### src/rtl/aud_rx_pkg.sv
package aud_rx_pkg;

    typedef enum logic [1:0] {
        ST_HUNT = 2'd0,
        ST_FILL = 2'd1,
        ST_PAD  = 2'd2
    } rx_state_t;

endpackage

### src/rtl/aud_rx_sync.sv
module aud_rx_sync #(
    parameter int WIDTH  = 3,
    parameter int STAGES = 2
) (
    input  logic             clk,
    input  logic             rst_n,
    input  logic [WIDTH-1:0] d_i,
    output logic [WIDTH-1:0] q_o
);

    for (genvar b = 0; b < WIDTH; b++) begin : g_bit
        logic [STAGES-1:0] chain;
        always_ff @(posedge clk) begin
            if (!rst_n) chain <= '0;
            else        chain <= {chain[STAGES-2:0], d_i[b]};
        end
        assign q_o[b] = chain[STAGES-1];
    end

endmodule

### src/rtl/aud_rx_bitclk.sv
module aud_rx_bitclk (
    input  logic clk,
    input  logic rst_n,
    input  logic bclk_s_i,
    input  logic wclk_s_i,
    input  logic data_s_i,
    output logic bit_stb_o,
    output logic slot_start_o,
    output logic bit_o,
    output logic prev_wclk_o
);

    logic bclk_d;
    logic wclk_last;
    logic primed;

    assign bit_stb_o    = bclk_s_i & ~bclk_d;
    assign slot_start_o = bit_stb_o & primed & (wclk_s_i != wclk_last);
    assign bit_o        = data_s_i;
    assign prev_wclk_o  = wclk_last;

    always_ff @(posedge clk) begin
        if (!rst_n) begin
            bclk_d    <= 1'b0;
            wclk_last <= 1'b0;
            primed    <= 1'b0;
        end else begin
            bclk_d <= bclk_s_i;
            if (bit_stb_o) begin
                wclk_last <= wclk_s_i;
                primed    <= 1'b1;
            end
        end
    end

    // one captured bit per bit-clock rise, never two cycles in a row
    a_r2_stb_gap: assert property (@(posedge clk) disable iff (!rst_n)
        bit_stb_o |=> !bit_stb_o);

endmodule

### src/rtl/aud_rx_frame_fsm.sv
module aud_rx_frame_fsm
    import aud_rx_pkg::*;
#(
    parameter int OUT_W = 24,
    parameter int RJ_W  = 16
) (
    input  logic             clk,
    input  logic             rst_n,
    input  logic             bit_stb_i,
    input  logic             slot_start_i,
    input  logic             bit_i,
    input  logic             prev_wclk_i,
    input  logic             fmt_rj_i,
    input  logic             sel_left_i,
    output logic [OUT_W-1:0] sample_o,
    output logic             vld_o
);

    localparam int CNT_W = $clog2(OUT_W + 1);

    rx_state_t        state, state_nx;
    logic [OUT_W-1:0] acc;
    logic [CNT_W-1:0] cnt;
    logic [CNT_W-1:0] sh;
    logic [OUT_W-1:0] ins_word;
    logic [OUT_W-1:0] i2s_word;
    logic [OUT_W-1:0] rj_word;
    logic             half_left;
    logic             emit;

    assign sh        = CNT_W'(OUT_W - 1) - cnt;
    assign ins_word  = acc | (OUT_W'(bit_i) << sh);
    assign i2s_word  = (state == ST_FILL) ? ins_word : acc;
    assign rj_word   = {{(OUT_W-RJ_W){acc[RJ_W-1]}}, acc[RJ_W-1:0]};
    assign half_left = fmt_rj_i ? prev_wclk_i : ~prev_wclk_i;
    assign emit      = slot_start_i && (state != ST_HUNT)
                    && (fmt_rj_i ? (cnt >= CNT_W'(RJ_W)) : 1'b1)
                    && (half_left == sel_left_i);

    // state register
    always_ff @(posedge clk) begin
        if (!rst_n) state <= ST_HUNT;
        else        state <= state_nx;
    end

    // transitions T1..T4
    always_comb begin
        state_nx = state;
        unique case (state)
            ST_HUNT: if (slot_start_i) state_nx = ST_FILL;
            ST_FILL: begin
                if (slot_start_i)
                    state_nx = ST_FILL;
                else if (bit_stb_i && !fmt_rj_i && cnt == CNT_W'(OUT_W - 1))
                    state_nx = ST_PAD;
            end
            ST_PAD:  if (slot_start_i) state_nx = ST_FILL;
            default: state_nx = ST_HUNT;
        endcase
    end

    // datapath and outputs
    always_ff @(posedge clk) begin
        if (!rst_n) begin
            acc      <= '0;
            cnt      <= '0;
            sample_o <= '0;
            vld_o    <= 1'b0;
        end else begin
            vld_o <= 1'b0;
            if (slot_start_i) begin
                if (emit) begin
                    sample_o <= fmt_rj_i ? rj_word : i2s_word;
                    vld_o    <= 1'b1;
                end
                acc <= fmt_rj_i ? OUT_W'(bit_i) : '0;
                cnt <= fmt_rj_i ? CNT_W'(1) : '0;
            end else if (bit_stb_i && state != ST_HUNT) begin
                if (fmt_rj_i) begin
                    acc <= {acc[OUT_W-2:0], bit_i};
                    if (cnt != CNT_W'(OUT_W)) cnt <= cnt + 1'b1;
                end else if (state == ST_FILL) begin
                    acc <= ins_word;
                    cnt <= cnt + 1'b1;
                end
            end
        end
    end

    // the strobe lasts one system clock
    a_r10_vld_pulse: assert property (@(posedge clk) disable iff (!rst_n)
        vld_o |=> !vld_o);

    // nothing leaves while the first word-clock transition is hunted
    a_r10_hunt_quiet: assert property (@(posedge clk) disable iff (!rst_n)
        (state == ST_HUNT) |=> !vld_o);

    // the bit count never passes the output width
    a_r4_cnt_bound: assert property (@(posedge clk) disable iff (!rst_n)
        cnt <= CNT_W'(OUT_W));

    // a right-justified sample carries a clean sign extension
    a_r7_rj_sign: assert property (@(posedge clk) disable iff (!rst_n)
        (vld_o && $past(fmt_rj_i)) |->
        ((&sample_o[OUT_W-1:RJ_W-1]) || !(|sample_o[OUT_W-1:RJ_W-1])));

endmodule

### src/rtl/aud_ser_rx.sv
module aud_ser_rx #(
    parameter int OUT_W       = 24,
    parameter int RJ_W        = 16,
    parameter int SYNC_STAGES = 2
) (
    input  logic             clk,
    input  logic             rst_n,
    input  logic             bclk_i,
    input  logic             wclk_i,
    input  logic             sdat_i,
    input  logic             fmt_rj_i,
    input  logic             sel_left_i,
    output logic [OUT_W-1:0] sample_o,
    output logic             sample_vld_o
);

    logic [2:0] raw;
    logic [2:0] syn;
    logic       bit_stb;
    logic       slot_start;
    logic       bit_v;
    logic       prev_wclk;

    assign raw = {sdat_i, wclk_i, bclk_i};

    aud_rx_sync #(.WIDTH(3), .STAGES(SYNC_STAGES)) u_sync (
        .clk   (clk),
        .rst_n (rst_n),
        .d_i   (raw),
        .q_o   (syn)
    );

    aud_rx_bitclk u_bitclk (
        .clk          (clk),
        .rst_n        (rst_n),
        .bclk_s_i     (syn[0]),
        .wclk_s_i     (syn[1]),
        .data_s_i     (syn[2]),
        .bit_stb_o    (bit_stb),
        .slot_start_o (slot_start),
        .bit_o        (bit_v),
        .prev_wclk_o  (prev_wclk)
    );

    aud_rx_frame_fsm #(.OUT_W(OUT_W), .RJ_W(RJ_W)) u_fsm (
        .clk          (clk),
        .rst_n        (rst_n),
        .bit_stb_i    (bit_stb),
        .slot_start_i (slot_start),
        .bit_i        (bit_v),
        .prev_wclk_i  (prev_wclk),
        .fmt_rj_i     (fmt_rj_i),
        .sel_left_i   (sel_left_i),
        .sample_o     (sample_o),
        .vld_o        (sample_vld_o)
    );

endmodule

### config.mk
export PLATFORM = sky130hd
export DESIGN_NAME = aud_ser_rx
export DESIGN_NICKNAME = d
export VERILOG_FILES = /design/src/rtl/aud_rx_pkg.sv /design/src/rtl/aud_rx_sync.sv /design/src/rtl/aud_rx_bitclk.sv /design/src/rtl/aud_rx_frame_fsm.sv /design/src/rtl/aud_ser_rx.sv
export SDC_FILE = /design/constraint.sdc
export NUM_CORES = 1
export LEC_CHECK = 0
export BUFFER_PORTS_ARGS = -buffer_cell sky130_fd_sc_hd__buf_2
export CORE_MARGIN = 5
export CORE_UTILIZATION = 61
export CTS_BUF_LIST = sky130_fd_sc_hd__clkbuf_8
export DETAILED_ROUTE_END_ITERATION = 8
export PLACE_DENSITY = 0.9
export SYNTH_ARGS = -nofsm -noshare
export SYNTH_HDL_FRONTEND = slang
export SYNTH_SLANG_ARGS = --single-unit
### constraint.sdc
create_clock -name clk -period 2.6 [get_ports clk]
set_clock_uncertainty 0.1 [all_clocks]
set_input_delay 0.13 -clock clk [delete_from_list [all_inputs] [get_ports clk]]
set_output_delay 0.13 -clock clk [all_outputs]
set_load 0.005 [all_outputs]
==> results of run 1 <==
cell usage after synthesis, types with 3 or more instances:
cell / instances / area share, %
xnor2_1: 3 / 0.85
ha_1: 3 / 1.2
nor2_1: 10 / 1.2
o21a_1: 13 / 3.2
inv_1: 6 / 0.73
mux2i_1: 24 / 7.8
nand2_1: 40 / 4.9
nand3_1: 13 / 2.1
and2_1: 7 / 1.4
clkbuf_1: 24 / 2.9
dfxtp_1: 65 / 42
nand2b_1: 6 / 1.2
or3b_2: 4 / 1.1
o221a_2: 16 / 5.8
nor2b_1: 5 / 1.0
o31ai_1: 7 / 1.7
o21ai_0: 20 / 3.2
nor3_1: 24 / 3.9
a21oi_1: 15 / 2.4
o211ai_1: 5 / 1.2
nand3b_1: 4 / 0.97
o311ai_0: 4 / 1.1
power by group through the flow:
stage          logic, mW  clock network, mW  registers, mW
3_3_place_gp      0.0690                  0           1.03
3_5_place_dp      0.0702                  0           1.03
4_1_cts           0.0739              0.750           1.00
5_1_grt           0.0827              0.806           1.01
6_report          0.0751              0.741           1.00
2_1_floorplan     0.0507                  0           1.03
layout make-up:
type	count	area (um2)
inverter	6	22.52
timing repair buffer	43	252.7
tap	70	87.58
clock buffer	10	137.6
fill	410	1548
sequential	65	1301
clock inverter	5	25.02
multi-input combinational	249	1635
worst max-delay path by stage:
stage | depth (start not counted) | end | startpoint | slack (ps)
6_report | 5 | u_fsm.acc[10] | u_fsm.cnt[4] | 350
5_1_grt | 5 | u_fsm.sample_o[12] | u_fsm.cnt[4] | 210
4_1_cts | 5 | u_fsm.acc[10] | u_fsm.cnt[4] | 360
3_5_place_dp | 5 | u_fsm.acc[10] | u_fsm.cnt[4] | 400
3_3_place_gp | 5 | u_fsm.acc[10] | u_fsm.cnt[4] | 480
2_1_floorplan | 8 | u_fsm.acc[0] | u_fsm.cnt[3] | 300
worst max-delay path, cell delays in order (launching register included):
cell     delay, ps
dfxtp_1        430
ha_1           290
or3b_2         650
nor3_1         380
o21a_1         170
o221a_2        180
kinds of logic after synthesis:
family	share of synthesized area, %
buffers and inverters	5.057
DFF	42.07
xor gates and xnor gates	1.133
muxes	7.767
AOI/OAI and AO/OA	21.28
and+or+nand+nor	21.48
adders and majority gates	1.214
metal layers:
metal  routed length [um]  GRT usage, %
met2                 3517         40.07
met3                  513         5.876
met4                  171         14.19
met1                 3229         30.61
met5                    0             0
cells in the final DEF (no fill, tap or decap), drive strengths merged, types with 2 or more instances in the layout:
cell type	netlist	final
nor4	2	2
o221a	16	16
nand4	2	2
clkbuf	24	10
inv	6	8
dlygate4sd3	0	3
nand3b	4	4
nand3	14	14
o311ai	4	4
clkinv	0	2
buf	6	40
and2	7	7
nor2	10	10
or3b	4	4
a221oi	2	2
nand2	40	40
o211ai	5	5
o21a	13	13
a21oi	15	15
o31ai	7	7
ha	3	3
dfxtp	65	65
xnor2	3	3
or2	2	2
nor2b	5	5
nand2b	6	6
o21ai	20	20
nor3	24	24
mux2i	24	24
and3b	2	2
a31oi	2	2
stage by stage:
step           power, mW  util [%]  hold slack [ps]  worst slack, ps  area, um2
2_1_floorplan      1.077         -            157.3            297.2       3093
3_3_place_gp       1.096     65.26            238.9            475.6       3269
3_5_place_dp       1.098     65.26            240.7            399.3       3269
4_1_cts            1.829     69.11            139.8            355.9       3462
5_1_grt            1.894     69.11            169.5            208.3       3462
6_report           1.821     69.11            147.6            349.2       3462
what timing repair did:
| item | in CTS | in global routing |
|---|---|---|
| hold endpoints to repair | 3 | 0 |
| hold buffers | 3 | 0 |
| buffers inserted | 0 | 0 |
| resized for setup | 0 | 0 |
state kept, by name, summed over array words and instances, names as in the netlist, 2 cells and up:
signal	count
u_fsm.sample_o	24
u_sync.g_bit.chain	6
u_fsm.acc	24
u_fsm.state	2
u_fsm.cnt	5
==> out/results.tsv, run 1 <==
metric	value	unit
outcome	finished clean	
Clock Sinks	65	
Slew Limit Headroom	57.86	%
number of hold violations in the final report	0	
CTS tree	done	
Routed Wire Length	7431	um
top fanout value on the critical path	21	
number of synthesized register bits	65	
vias in the first global route	2628	
RSZ-0062 raised after global routing	false	
setup TNS	0	ps
type of origin of the critical path	flop	
Non-Filler Instances	448	
Avg Cell Area, Syn	8.837	um2
DRT Pass-1 Iters	5	
Worst Hold Endpoint	u_fsm.cnt[0]	
Worst Hold Path Cells	3	
P_int	1.383	mW
Post-synth EDFFs	0	
PD cells	526.0	nW/um2
reg2reg end	u_fsm.acc[10]	
Sw Pwr	437.6	uW
post-synth net total	360	
reg2reg start	u_fsm.cnt[4]	
GRT Total Usage	24.97	%
Hold Crit Class	input port to flop	
sequential fraction of design power	55.2	%
initial core utilization	61.74	%
RD Place Congestion	0.9606	
initial antenna violation count	0	
core area	5010	um2
switching share of total power	24.03	%
Rows	26	
Clock Power Share	40.7	%
dpl hpwl	4982	um
largest net degree at the start of global routing	34	
Vias	2771	
leakage	1.431	nW
Final setup viols	0	
cell depth of the worst flop-to-flop path	5	
vias per inst	6.185	
fmax	0.4443	GHz
Die ar.	6594	um2
Max VDD drop	0.4015	mV
CTS buffer count	9	
H-tree depth	3	
GRT overflow	0	
Clock Tree Buf Depth	2	
Final Cycle Share	86.57	%
worst-margin pin slew	630.6	ps
clock slew at reported path FFs	70	ps
CP required	2790	ps
post-route ant nets	0	
global-route wire length before repair	12480	um
worst skew pair latency	350	ps
layout cells sized above 1	20.11	%
clock root cell	clkbuf_8	
Routed wire per std cell	16.59	um
Layout area overhead	11.93	%
io pins	32	
synthesized instance count	350	
antenna cell count	0	
R2R Setup Slk	350	ps
Syn. warnings	0	
Netlist cell types	46	
Critical Path AT	2440	ps
Die Span Y	81.21	um
Synth Cell Area	3093	um2
IO Port Bufs	31	
post-synthesis sequential area ratio	42.07	%
Async SR Flop Fraction	0	%
Slew Viols, Final	0	
Final min period	2251	ps
Combinational Power Share	4.1	%
Die X	81.21	um
HP Start	rst_n	
DRC violation total after the first TritonRoute iteration	317	
nets	384	
Remaining DRCs	0	
placed insts	430	
crit path kind	flop to flop	
MaxCap Viol Count	0	
Top FF cell, synth	dfxtp_1	
CP Capture Type	flop	
(Power assumes the default switching activity.)
==> inputs of run 2 (changes only) <==
--- a/config.mk
+++ b/config.mk
@@ -7,10 +7,10 @@
 export LEC_CHECK = 0
 export BUFFER_PORTS_ARGS = -buffer_cell sky130_fd_sc_hd__buf_2
 export CORE_MARGIN = 5
-export CORE_UTILIZATION = 61
+export CORE_UTILIZATION = 45
 export CTS_BUF_LIST = sky130_fd_sc_hd__clkbuf_8
 export DETAILED_ROUTE_END_ITERATION = 8
-export PLACE_DENSITY = 0.9
+export PLACE_DENSITY = 0.72
 export SYNTH_ARGS = -nofsm -noshare
 export SYNTH_HDL_FRONTEND = slang
 export SYNTH_SLANG_ARGS = --single-unit
==> run 2 against run 1 <==
Design area grew 0.65%. Non-clock buffer count shrank 1. Clock power shrank 2.7%. Setup slack lost 200 ps. Via count shrank 2.5%. Critical endpoint is now u_fsm.acc[9]. Core utilization shrank 18 points.
==> out/results.tsv, run 2 (same netlist as run 1, synthesis figures left out) <==
metric	value	unit
outcome	finished clean	
number of hold violations in the final report	0	
dpl hpwl	4932	um
MaxCap Viol Count	0	
Clock Tree Buf Depth	2	
Hold Crit Class	input port to flop	
global-route wire length before repair	12320	um
fmax	0.4086	GHz
clock slew at reported path FFs	70	ps
RSZ-0062 raised after global routing	false	
Die X	92.91	um
antenna cell count	0	
Final setup viols	0	
DRC violation total after the first TritonRoute iteration	209	
io pins	32	
Final min period	2448	ps
CP required	2790	ps
R2R Setup Slk	150	ps
layout cells sized above 1	20.16	%
type of origin of the critical path	flop	
IO Port Bufs	31	
Routed Wire Length	7254	um
hold slack	204.7	ps
GRT Total Usage	17.89	%
Rows	30	
RD Place Congestion	0.8385	
most common cell after layout, fill and taps aside	dfxtp_1	
biggest regs	u_fsm.acc: 24 flops, u_fsm.sample_o: 24 flops, u_sync.g_bit.chain: 6 flops	
Vias	2702	
worst-margin pin slew	611.1	ps
Slew Viols, Final	0	
Post-Place Setup Slack	191.1	ps
worst setup margin	152.5	ps
initial core utilization	45.78	%
post-route ant nets	0	
Critical Path AT	2640	ps
DRT Pass-1 Iters	6	
CTS buffer count	9	
CP Capture Type	flop	
leakage	1.433	nW
largest net degree at the start of global routing	32	
top fanout value on the critical path	21	
Die Span Y	92.91	um
Max VDD drop	0.3181	mV
clock root cell	clkbuf_8	
crit path kind	flop to flop	
vias in the first global route	2612	
Routed wire per std cell	15.87	um
H-tree depth	3	
Remaining DRCs	0	
Layout area overhead	12.66	%
CTS tree	done	
Clock Sinks	65	
GRT overflow	0	
Die ar.	8631	um2
setup TNS	0	ps
vias per inst	5.912	
most frequent cells in the layout	dfxtp_1 (65), nand2_1 (40), buf_2 (31)	
worst skew pair latency	340	ps
PD cells	517.0	nW/um2
Final Cycle Share	94.14	%
core area	6756	um2
initial antenna violation count	0	
Slew Limit Headroom	59.16	%
nets	383	
-- run 2: cell count changes in the layout (fill, tap and decap cells not counted), sizes merged --
cell,delta
buf,-1
-- run 2: worst max-delay path, stage by stage (launching register included) --
cell	delay, ps
dfxtp_1	500
inv_1	80
ha_1	340
or3b_2	670
nor3_1	380
o21a_1	160
o221a_2	170
-- run 2: final timing paths --
path | startpoint | endpoint | cells past startpoint
setup / recovery | u_fsm.cnt[3] | u_fsm.acc[9] | 6
hold / removal | rst_n | u_fsm.sample_o[8] | 3
setup reg to reg | u_fsm.cnt[3] | u_fsm.acc[9] | 6
hold reg to reg | u_sync.g_bit[2].chain[0] | u_sync.g_bit[2].chain[1] | 1
-- run 2: final cells by class --
class                      instances  area (um2)
inverter                           6       22.52
sequential                        65        1301
clock inverter                     5       25.02
tap                               80       100.1
multi-input combinational        249        1640
fill                             649        3272
clock buffer                      10       137.6
timing repair buffer              42       257.7
-- run 2: power breakdown --
group          internal, mW  leakage (nW)  total, mW  switching, mW
clock                 0.356        0.0905      0.721          0.365
combinational        0.0260         0.818     0.0757         0.0497
sequential             1.00         0.525       1.00        0.00330
total                  1.38          1.43       1.80          0.418
-- run 2: per-stage QoR --
step	util, %	cell area [um2]	power, mW	instances
floorplan	-	3093	1.077	350
global placement	48.65	3287	1.097	439
detailed placement	48.65	3287	1.099	439
CTS	51.50	3480	1.816	457
global route	51.57	3485	1.861	457
finish	51.57	3485	1.801	457
-- run 2: timing repair --
action,CTS,global route
hold endpoints to repair,3,0
hold buffers,3,0
setup endpoints to repair,0,1
buffers inserted,0,0
gates resized for setup,0,1
-- run 2: layer usage --
metal | track usage (%) | part of all wire [%] | wire [um] | up-vias
met5 | 0 | 0 | 0 | -
li1 | - | - | - | 1321
met1 | 22.66 | 46 | 3319 | 1267
met3 | 4.874 | 6.0 | 436 | 14
met4 | 7.082 | 1.8 | 130 | 0
met2 | 28.79 | 46 | 3368 | 100
